**config.mk**
```make
export PLATFORM = sky130hd
export DESIGN_NAME = tx_desc_ring
export DESIGN_NICKNAME = d
export VERILOG_FILES = /design/src/rtl/txr_pkg.sv /design/src/rtl/txr_desc_mem.sv /design/src/rtl/txr_engine.sv /design/src/rtl/tx_desc_ring.sv
export SDC_FILE = /design/constraint.sdc
export NUM_CORES = 1
export LEC_CHECK = 0
export CAP_MARGIN = 25
export CORE_MARGIN = 5
export CORE_UTILIZATION = 61
export DETAILED_ROUTE_END_ITERATION = 10
export PLACE_DENSITY = 0.81
export REMOVE_ABC_BUFFERS = 1
export SETUP_SLACK_MARGIN = 0.5
export SLEW_MARGIN = 30
export SYNTH_ARGS = -nofsm -noshare
export SYNTH_HDL_FRONTEND = slang
export SYNTH_SLANG_ARGS = --single-unit
export TNS_END_PERCENT = 100
```
**constraint.sdc**
```tcl
create_clock -name clk_i -period 5.1 [get_ports clk_i]
set_input_delay 1.53 -clock clk_i [delete_from_list [all_inputs] [get_ports clk_i]]
set_output_delay 1.53 -clock clk_i [all_outputs]
set_load 0.01 [all_outputs]
```
**src/rtl/txr_pkg.sv**
```systemverilog
package txr_pkg;
  localparam int PTR_W  = 32;
  localparam int LEN_W  = 16;
  localparam int STAT_W = 10;

  typedef struct packed {
    logic              rdy;
    logic              rsv;
    logic              wrap;
    logic              intr;
    logic              last;
    logic              crc;
    logic [STAT_W-1:0] stat;
    logic [LEN_W-1:0]  len;
    logic [PTR_W-1:0]  ptr;
  } txd_t;

  localparam int DESC_W = $bits(txd_t);

  typedef enum logic [1:0] {ST_HALT, ST_FETCH, ST_SEND} eng_st_e;
endpackage

```
**src/rtl/txr_desc_mem.sv**
```systemverilog
module txr_desc_mem
  import txr_pkg::*;
#(
  parameter int DEPTH = 8,
  localparam int AW = $clog2(DEPTH)
) (
  input  logic              clk_i,
  input  logic              rst_ni,
  input  logic              h_we_i,
  input  logic [AW-1:0]     h_addr_i,
  input  logic [DESC_W-1:0] h_wdata_i,
  output logic [DESC_W-1:0] h_rdata_o,
  input  logic [AW-1:0]     e_addr_i,
  output txd_t              e_rdata_o,
  input  logic              e_we_i,
  input  txd_t              e_wdata_i
);
  logic [DESC_W-1:0] mem_q [DEPTH];

  // engine write-back wins a same-index collision
  logic h_block;
  assign h_block = e_we_i && (e_addr_i == h_addr_i);

  always_ff @(posedge clk_i or negedge rst_ni) begin
    if (!rst_ni) begin
      for (int i = 0; i < DEPTH; i++) mem_q[i] <= '0;
    end else begin
      if (e_we_i) mem_q[e_addr_i] <= e_wdata_i;
      if (h_we_i && !h_block) mem_q[h_addr_i] <= h_wdata_i;
    end
  end

  assign h_rdata_o = mem_q[h_addr_i];
  assign e_rdata_o = txd_t'(mem_q[e_addr_i]);
endmodule

```
**src/rtl/txr_engine.sv**
```systemverilog
module txr_engine
  import txr_pkg::*;
#(
  parameter int DEPTH = 8,
  localparam int AW = $clog2(DEPTH)
) (
  input  logic              clk_i,
  input  logic              rst_ni,
  input  logic [AW-1:0]     ring_base_i,
  input  logic              halt_clr_i,
  input  logic              gstop_i,
  output logic [AW-1:0]     idx_o,
  input  txd_t              rd_desc_i,
  output logic              wb_we_o,
  output txd_t              wb_desc_o,
  output logic              req_valid_o,
  input  logic              req_ready_i,
  output logic [PTR_W-1:0]  req_ptr_o,
  output logic [LEN_W-1:0]  req_len_o,
  output logic              req_crc_o,
  output logic              req_last_o,
  input  logic [STAT_W-1:0] tx_stat_i,
  output logic              thalt_o,
  output logic              irq_o,
  output logic              gstop_done_o
);
  eng_st_e     st_q;
  logic [AW-1:0] idx_q;
  txd_t        cur_q;
  logic        fresh_q, gpend_q, thalt_q, irq_q, gdone_q;
  logic        stop_now, accept;
  logic [AW-1:0] idx_inc;

  assign stop_now = gpend_q | gstop_i;
  assign accept   = (st_q == ST_SEND) && req_ready_i;
  assign idx_inc  = (idx_q == AW'(DEPTH-1)) ? '0 : idx_q + 1'b1;

  always_ff @(posedge clk_i or negedge rst_ni) begin
    if (!rst_ni) begin
      st_q    <= ST_HALT;
      idx_q   <= '0;
      cur_q   <= '0;
      fresh_q <= 1'b1;
      gpend_q <= 1'b0;
      thalt_q <= 1'b1;
      irq_q   <= 1'b0;
      gdone_q <= 1'b0;
    end else begin
      irq_q   <= 1'b0;
      gdone_q <= 1'b0;
      if (gstop_i) gpend_q <= 1'b1;
      unique case (st_q)
        ST_HALT: begin
          if (stop_now) begin
            gdone_q <= 1'b1;
            gpend_q <= 1'b0;
          end else if (halt_clr_i) begin
            st_q    <= ST_FETCH;
            thalt_q <= 1'b0;
            fresh_q <= 1'b0;
            if (fresh_q) idx_q <= ring_base_i;
          end
        end
        ST_FETCH: begin
          if (stop_now) begin
            st_q    <= ST_HALT;
            thalt_q <= 1'b1;
            gdone_q <= 1'b1;
            gpend_q <= 1'b0;
          end else if (!rd_desc_i.rdy) begin
            st_q    <= ST_HALT;
            thalt_q <= 1'b1;
          end else begin
            cur_q <= rd_desc_i;
            st_q  <= ST_SEND;
          end
        end
        ST_SEND: begin
          if (req_ready_i) begin
            irq_q <= cur_q.intr;
            idx_q <= cur_q.wrap ? ring_base_i : idx_inc;
            st_q  <= ST_FETCH;
          end
        end
        default: st_q <= ST_HALT;
      endcase
    end
  end

  always_comb begin
    wb_desc_o      = cur_q;
    wb_desc_o.rdy  = 1'b0;
    wb_desc_o.stat = tx_stat_i;
  end

  assign wb_we_o      = accept;
  assign idx_o        = idx_q;
  assign req_valid_o  = (st_q == ST_SEND);
  assign req_ptr_o    = cur_q.ptr;
  assign req_len_o    = cur_q.len;
  assign req_crc_o    = cur_q.crc;
  assign req_last_o   = cur_q.last;
  assign thalt_o      = thalt_q;
  assign irq_o        = irq_q;
  assign gstop_done_o = gdone_q;


  req_hold_chk: assert property (@(posedge clk_i) disable iff (!rst_ni)
    req_valid_o && !req_ready_i |=> req_valid_o && $stable(req_ptr_o) && $stable(req_len_o));

  irq_src_chk: assert property (@(posedge clk_i) disable iff (!rst_ni)
    irq_o |-> $past(req_valid_o && req_ready_i));

  halt_quiet_chk: assert property (@(posedge clk_i) disable iff (!rst_ni)
    thalt_o |-> !req_valid_o);

  gdone_halted_chk: assert property (@(posedge clk_i) disable iff (!rst_ni)
    gstop_done_o |-> thalt_o);

  wrap_base_chk: assert property (@(posedge clk_i) disable iff (!rst_ni)
    accept && cur_q.wrap |=> idx_q == $past(ring_base_i));
endmodule

```
**src/rtl/tx_desc_ring.sv**
```systemverilog
module tx_desc_ring
  import txr_pkg::*;
#(
  parameter int DEPTH = 8,
  localparam int AW = $clog2(DEPTH)
) (
  input  logic              clk_i,
  input  logic              rst_ni,
  input  logic              host_we_i,
  input  logic [AW-1:0]     host_addr_i,
  input  logic [63:0]       host_wdata_i,
  output logic [63:0]       host_rdata_o,
  input  logic [AW-1:0]     ring_base_i,
  input  logic              halt_clr_i,
  input  logic              gstop_i,
  output logic              req_valid_o,
  input  logic              req_ready_i,
  output logic [31:0]       req_ptr_o,
  output logic [15:0]       req_len_o,
  output logic              req_crc_o,
  output logic              req_last_o,
  input  logic [9:0]        tx_stat_i,
  output logic              thalt_o,
  output logic              irq_o,
  output logic              gstop_done_o
);
  logic [AW-1:0] e_idx;
  txd_t          e_rd, e_wb;
  logic          e_we;

  txr_desc_mem #(.DEPTH(DEPTH)) i_mem (
    .clk_i     (clk_i),
    .rst_ni    (rst_ni),
    .h_we_i    (host_we_i),
    .h_addr_i  (host_addr_i),
    .h_wdata_i (host_wdata_i),
    .h_rdata_o (host_rdata_o),
    .e_addr_i  (e_idx),
    .e_rdata_o (e_rd),
    .e_we_i    (e_we),
    .e_wdata_i (e_wb)
  );

  txr_engine #(.DEPTH(DEPTH)) i_eng (
    .clk_i        (clk_i),
    .rst_ni       (rst_ni),
    .ring_base_i  (ring_base_i),
    .halt_clr_i   (halt_clr_i),
    .gstop_i      (gstop_i),
    .idx_o        (e_idx),
    .rd_desc_i    (e_rd),
    .wb_we_o      (e_we),
    .wb_desc_o    (e_wb),
    .req_valid_o  (req_valid_o),
    .req_ready_i  (req_ready_i),
    .req_ptr_o    (req_ptr_o),
    .req_len_o    (req_len_o),
    .req_crc_o    (req_crc_o),
    .req_last_o   (req_last_o),
    .tx_stat_i    (tx_stat_i),
    .thalt_o      (thalt_o),
    .irq_o        (irq_o),
    .gstop_done_o (gstop_done_o)
  );
endmodule

```
Yosys cells after proc, flatten, opt, wreduce, memory -nomap -nowiden --
Index checks and enable logic that the tools add are counted.
Cells by class: equal/unequal tests 9, reduce and logical (&&, ||, !) cells 15, bitwise operators 4, magnitude comparators 4, mux-type cells 39, add/sub/neg operators 1
Operator list (count):
- $bwmux W512 | 2
- $mux W512 | 2
- $bmux W64 S3 | 2
- $demux W64 S3 | 2
- $mux W64 | 6
- $mux W3 | 6
- $mux W1 | 11
- $mux W2 | 5
- $reduce_and A3 Y1 | 3
- $ge A4 B4 Y1 const B | 2
- $lt A4 B1 Y1 const B | 2
- $not A3 Y4 | 2
- $pmux W2 S3 | 1
- $pmux W3 S2 | 1
- $logic_and A1 B1 Y1 | 5
- $reduce_and A5 Y1 | 1
- $ne A2 B1 Y1 const B | 2
- $ne A2 B2 Y1 const B | 2
- $reduce_and A4 Y1 | 1
- $reduce_bool A2 Y1 | 2
- $add A3 B1 Y3 const B | 1
- $eq A3 B3 Y1 | 1
- $eq A3 B3 Y1 const B | 1
- $ne A3 B3 Y1 const B | 1
- 8 further kinds | 8
Word-level totals: input port bits 86, flip-flop bits (word level) 575

Longest topological paths before layout --
word-level depth 9, gate-level depth with buffers 8

Modules after synthesis --
A second synthesis with hierarchy kept.
Second synthesis, totals: cell total of the unflattened synthesis 2844, area total of the unflattened synthesis 38506.9 µm²
Modules (own cells, without submodules):
- txr_desc_mem | area each 35365.2 µm², instances 1, cells each 2633, seq. area each 12812.3 µm²
- txr_engine | area each 3141.8 µm², instances 1, cells each 211, seq. area each 1579.0 µm²

Least setup slack after synthesis --
No wires, ideal clock.
kind input port to output port, from input host_addr_i[0], to output host_rdata_o[33], arrival 3.187 ns, buffers on the path 4, stages 7, required time 3.570 ns, path slack 0.383 ns, path through buf_2 > buf_2 > buf_1 > nor2_1 > clkbuf_1 > a221oi_1 > o21ai_0
On the way: cells in the longest elaborated chain, start to end 4
RTL lines:
- start: declaration | RTL line tx_desc_ring.sv:10 | input logic [AW-1:0] host_addr_i,
- $not A3 Y4 (not written as such) | RTL line txr_desc_mem.sv:33 | assign h_rdata_o = mem_q[h_addr_i];
- $bmux W64 S3 | RTL line txr_desc_mem.sv:33
- $mux W64 (not written as such) (2 in a row) | RTL line txr_desc_mem.sv:33
- end: declaration | RTL line tx_desc_ring.sv:12 | output logic [63:0] host_rdata_o,
Every way passes these cells. The select of a mux whose other input is x is not followed.

Final worst setup path --
from input host_addr_i[0], to output host_rdata_o[40]
The elaborated chain is that of the path after synthesis.

==> results_dict.tcl <==
set metrics [dict create \
    dieHeight_um 249 \
    ys_ff_latch 575 \
    wl_um 108000 \
    fillCellCount 3621 \
    rsz0062_at_grt "yes" \
    crit_type "in2out" \
    first_iter_violations 2676 \
    ctsHoldBuffers 0 \
    synth_ff_type "dfrtp_1" \
    crit_chain "buf_16 > buf_4 > buf_16 > mux4_2 > nand2_1 > nand2_1 > clkdlybuf4s50_1" \
    synth.distinct_cells 47 \
    vias_per_cell 6.95 \
    status "finished, final reports clean" \
    final_common_cell "mux2_2" \
    first_pass_iters 8 \
    synth-edff-count 0 \
    rows 87 \
    syn_inst 2564 \
    fin_util 0.721 \
    initial_core_util 0.616 \
    hp-class "reg2reg" \
    routed-via-count 24700 \
    start_kind "input pin" \
    grt_max_degree 109 \
    cpPeakStageDelay_ns 0.52 \
    power.density_nw_per_um2 512 \
    synth_area_per_cell_sq_um 13.6 \
    cp.arrival_ns 3.18 \
    skew_ns 0.0150 \
    multi_input_area_sq_um 19300 \
    grt_overflow 0 \
    finalNetCount 2834 \
    antenna_found_initial 6 \
    syn_area_sq_um 34800 \
    cap_violations 0 \
    pwr-share-comb 0.390 \
    clk_latency_ns 0.63 \
    clock_sinks 575 \
    ioPinCount 204 \
    internal-power_mw 14.1 \
    worst_pin_slew_ns 0.933 \
    ys_warn_count 0 \
    r2r_slack_ns 1.94 \
    setup_viol 0 \
    fmax_ghz 0.212 \
    slew_violations 0 \
    final_cell_mix "1132 x mux2_2, 570 x dfrtp_1, 138 x clkdlybuf4s50_1, 120 x mux4_2, 110 x buf_4" \
    place_congestion 0.852 \
    slew_headroom 0.378 \
    leakage_nw 16.5 \
    grt_pass1_vias 25900 \
    avgRoutedWirePerCell_um 30.3 \
    crit_fanout 20 \
    async_flop_share 1.00 \
    power.switching_mw 6.76 \
    clk_path_buf_depth 3 \
    h-tree-depth 2 \
    cts_root_buf "clkbuf_16" \
    path_clk_slew_ns 0.06 \
    area_delta_synth_final_pct 17.0 \
    cts_tree "done" \
    switching_share 0.324 \
    clkPwrFrac 0.214 \
    hold_violations 0 \
    antenna_left 0 \
    cp_slowest_cell "mux4_2" \
    seqPwrFrac 0.396 \
    portBuffers 203 \
    drc_errors 0 \
    cts_made_buffers 60 \
    coreArea_sq_um 56500 \
    period_needed_ns 4.71 \
    seq_area_sq_um 14400 \
    dpl.hpwl_um 61700 \
    die-area_sq_um 62000 \
    worst_setup_path_end_kind "output pin" \
    grt_usage 0.336 \
    grt_pass1_wl_um 163000 \
    ir_worst_vdd_mv 0.435 \
    finalPower_mw 20.9 \
    die_width_um 249 \
    yosysSeqAreaShare 0.413 \
    fin_crit_sh 0.924 \
    worstPathRequired_ns 3.57 \
    drive_gt1_frac 0.569 \
]
## power by group through the flow
| stage | clock network [mW] | registers [mW] | logic, mW |
|---|---|---|---|
| floorplan | 0 | 7.86 | 5.82 |
| global placement | 0 | 8.06 | 7.71 |
| detailed placement | 0 | 8.23 | 8.04 |
| CTS | 4.50 | 8.17 | 8.08 |
| global route | 4.69 | 8.48 | 8.74 |
| finish | 4.47 | 8.26 | 8.14 |
## metrics by stage
step	cell area, sq um	setup TNS (ns)	worst slack (ns)	cells	hold WS [ns]
after CTS	40300	0	0.281	3522	0.468
after detailed placement	37900	-0.0884	-0.0884	3391	0.459
after global placement	37900	-0.0722	-0.0722	3391	0.447
final	40700	0	0.387	3553	0.464
after global routing	40700	0	0.278	3551	0.470
after floorplan	33400	-1402.17	-3.29	2311	0.441
## final cells by class
| type | instances | share of cell area |
|---|---|---|
| antenna | 5 | 0.000307 |
| clock buffer | 94 | 0.0452 |
| clock inverter | 14 | 0.00362 |
| inverter | 7 | 0.000891 |
| multi-input combinational | 1729 | 0.474 |
| sequential | 575 | 0.354 |
| tap | 756 | 0.0232 |
| timing repair buffer | 373 | 0.0993 |
## final timing paths
path | from | endpoint | cells past startpoint
max reg2reg | i_eng.idx_o[1]$_DFFE_PN0P_ | i_mem.mem_q[224]$_DFF_PN0_ | 5
min | i_eng.fresh_q$_DFFE_PN1P_ | i_eng.fresh_q$_DFFE_PN1P_ | 1
max | host_addr_i[0] | host_rdata_o[40] | 7
max in group asynchronous | rst_ni | i_mem.mem_q[498]$_DFF_PN0_ | 3
min reg2reg | i_eng.fresh_q$_DFFE_PN1P_ | i_eng.fresh_q$_DFFE_PN1P_ | 1
min in group asynchronous | rst_ni | i_mem.mem_q[314]$_DFF_PN0_ | 1
## registers in the layout (all words and copies together) (netlist names)
| register | cells |
|---|---|
| i_eng.fresh_q | 1 |
| i_eng.gpend_q | 1 |
| i_eng.gstop_done_o | 1 |
| i_eng.idx_o | 3 |
| i_eng.irq_o | 1 |
| i_eng.req_crc_o | 1 |
| i_eng.req_last_o | 1 |
| i_eng.req_len_o | 16 |
| i_eng.req_ptr_o | 32 |
| i_eng.st_q | 2 |
| i_eng.thalt_o | 1 |
| i_eng.wb_desc_o | 3 |
| i_mem.mem_q | 512 |
## kinds of logic (layout without fill, tap and decap cells)
| group | Yosys count | count (layout) | share of synthesized area |
|---|---|---|---|
| DFF | 575 | 575 | 0.413 |
| other | 0 | 5 | 0 |
| AOI/OAI and AO/OA | 223 | 223 | 0.0486 |
| adders and majority gates | 2 | 2 | 0.000718 |
| xor gates and xnor gates | 3 | 3 | 0.000755 |
| buffers and inverters | 260 | 488 | 0.0407 |
| muxes | 1366 | 1366 | 0.477 |
| and+or+nand+nor | 135 | 135 | 0.0187 |
## what timing repair did
item,CTS,global route
pin swaps,5,14
endpoints found under the setup margin,64,47
resized for setup,123,67
buffers inserted,19,23
gates cloned,4,3
## synthesized netlist by cell type, types with 2 or more instances
master | n | area, sq um
o2bb2ai_1 | 22 | 193
dfstp_2 | 2 | 52.6
nor3_1 | 5 | 25.0
dfrtp_1 | 573 | 14300
o21ai_0 | 33 | 165
a221o_1 | 3 | 30.0
a22o_1 | 2 | 17.5
a222oi_1 | 16 | 160
o221ai_1 | 11 | 96.3
and2_1 | 3 | 18.8
buf_4 | 64 | 480
a221oi_1 | 41 | 359
nand2_1 | 43 | 161
ha_1 | 2 | 25.0
mux2i_1 | 89 | 891
buf_6 | 18 | 203
nor2b_1 | 10 | 62.6
inv_1 | 6 | 22.5
xor2_1 | 3 | 26.3
mux4_2 | 120 | 2700
a21oi_1 | 27 | 135
nor2_1 | 46 | 173
mux2_2 | 1133 | 12800
buf_2 | 53 | 265
nand2b_1 | 3 | 18.8
nand3_1 | 12 | 60.1
nor3_2 | 4 | 40.0
a22oi_1 | 44 | 330
o22a_1 | 11 | 96.3
o22ai_1 | 9 | 56.3
and3_1 | 2 | 12.5
clkbuf_1 | 96 | 360
buf_1 | 21 | 78.8
mux2_1 | 24 | 270
## worst max-delay path, delay by kind of cell
family / cells / cell delay (ns)
and+or+nand+nor: 2 / 0.15
buffers and inverters: 4 / 0.93
muxes: 1 / 0.52
## metal layers
metal / wire length, um / up-vias / share of wire / global-route usage
li1: - / 10200 / - / -
met1: 42100 / 12800 / 0.39 / 0.452
met2: 51100 / 1400 / 0.48 / 0.540
met3: 9910 / 333 / 0.092 / 0.0751
met4: 4360 / 4 / 0.041 / 0.126
met5: 27 / - / 0.00025 / 0
(Power assumes the default switching activity.)
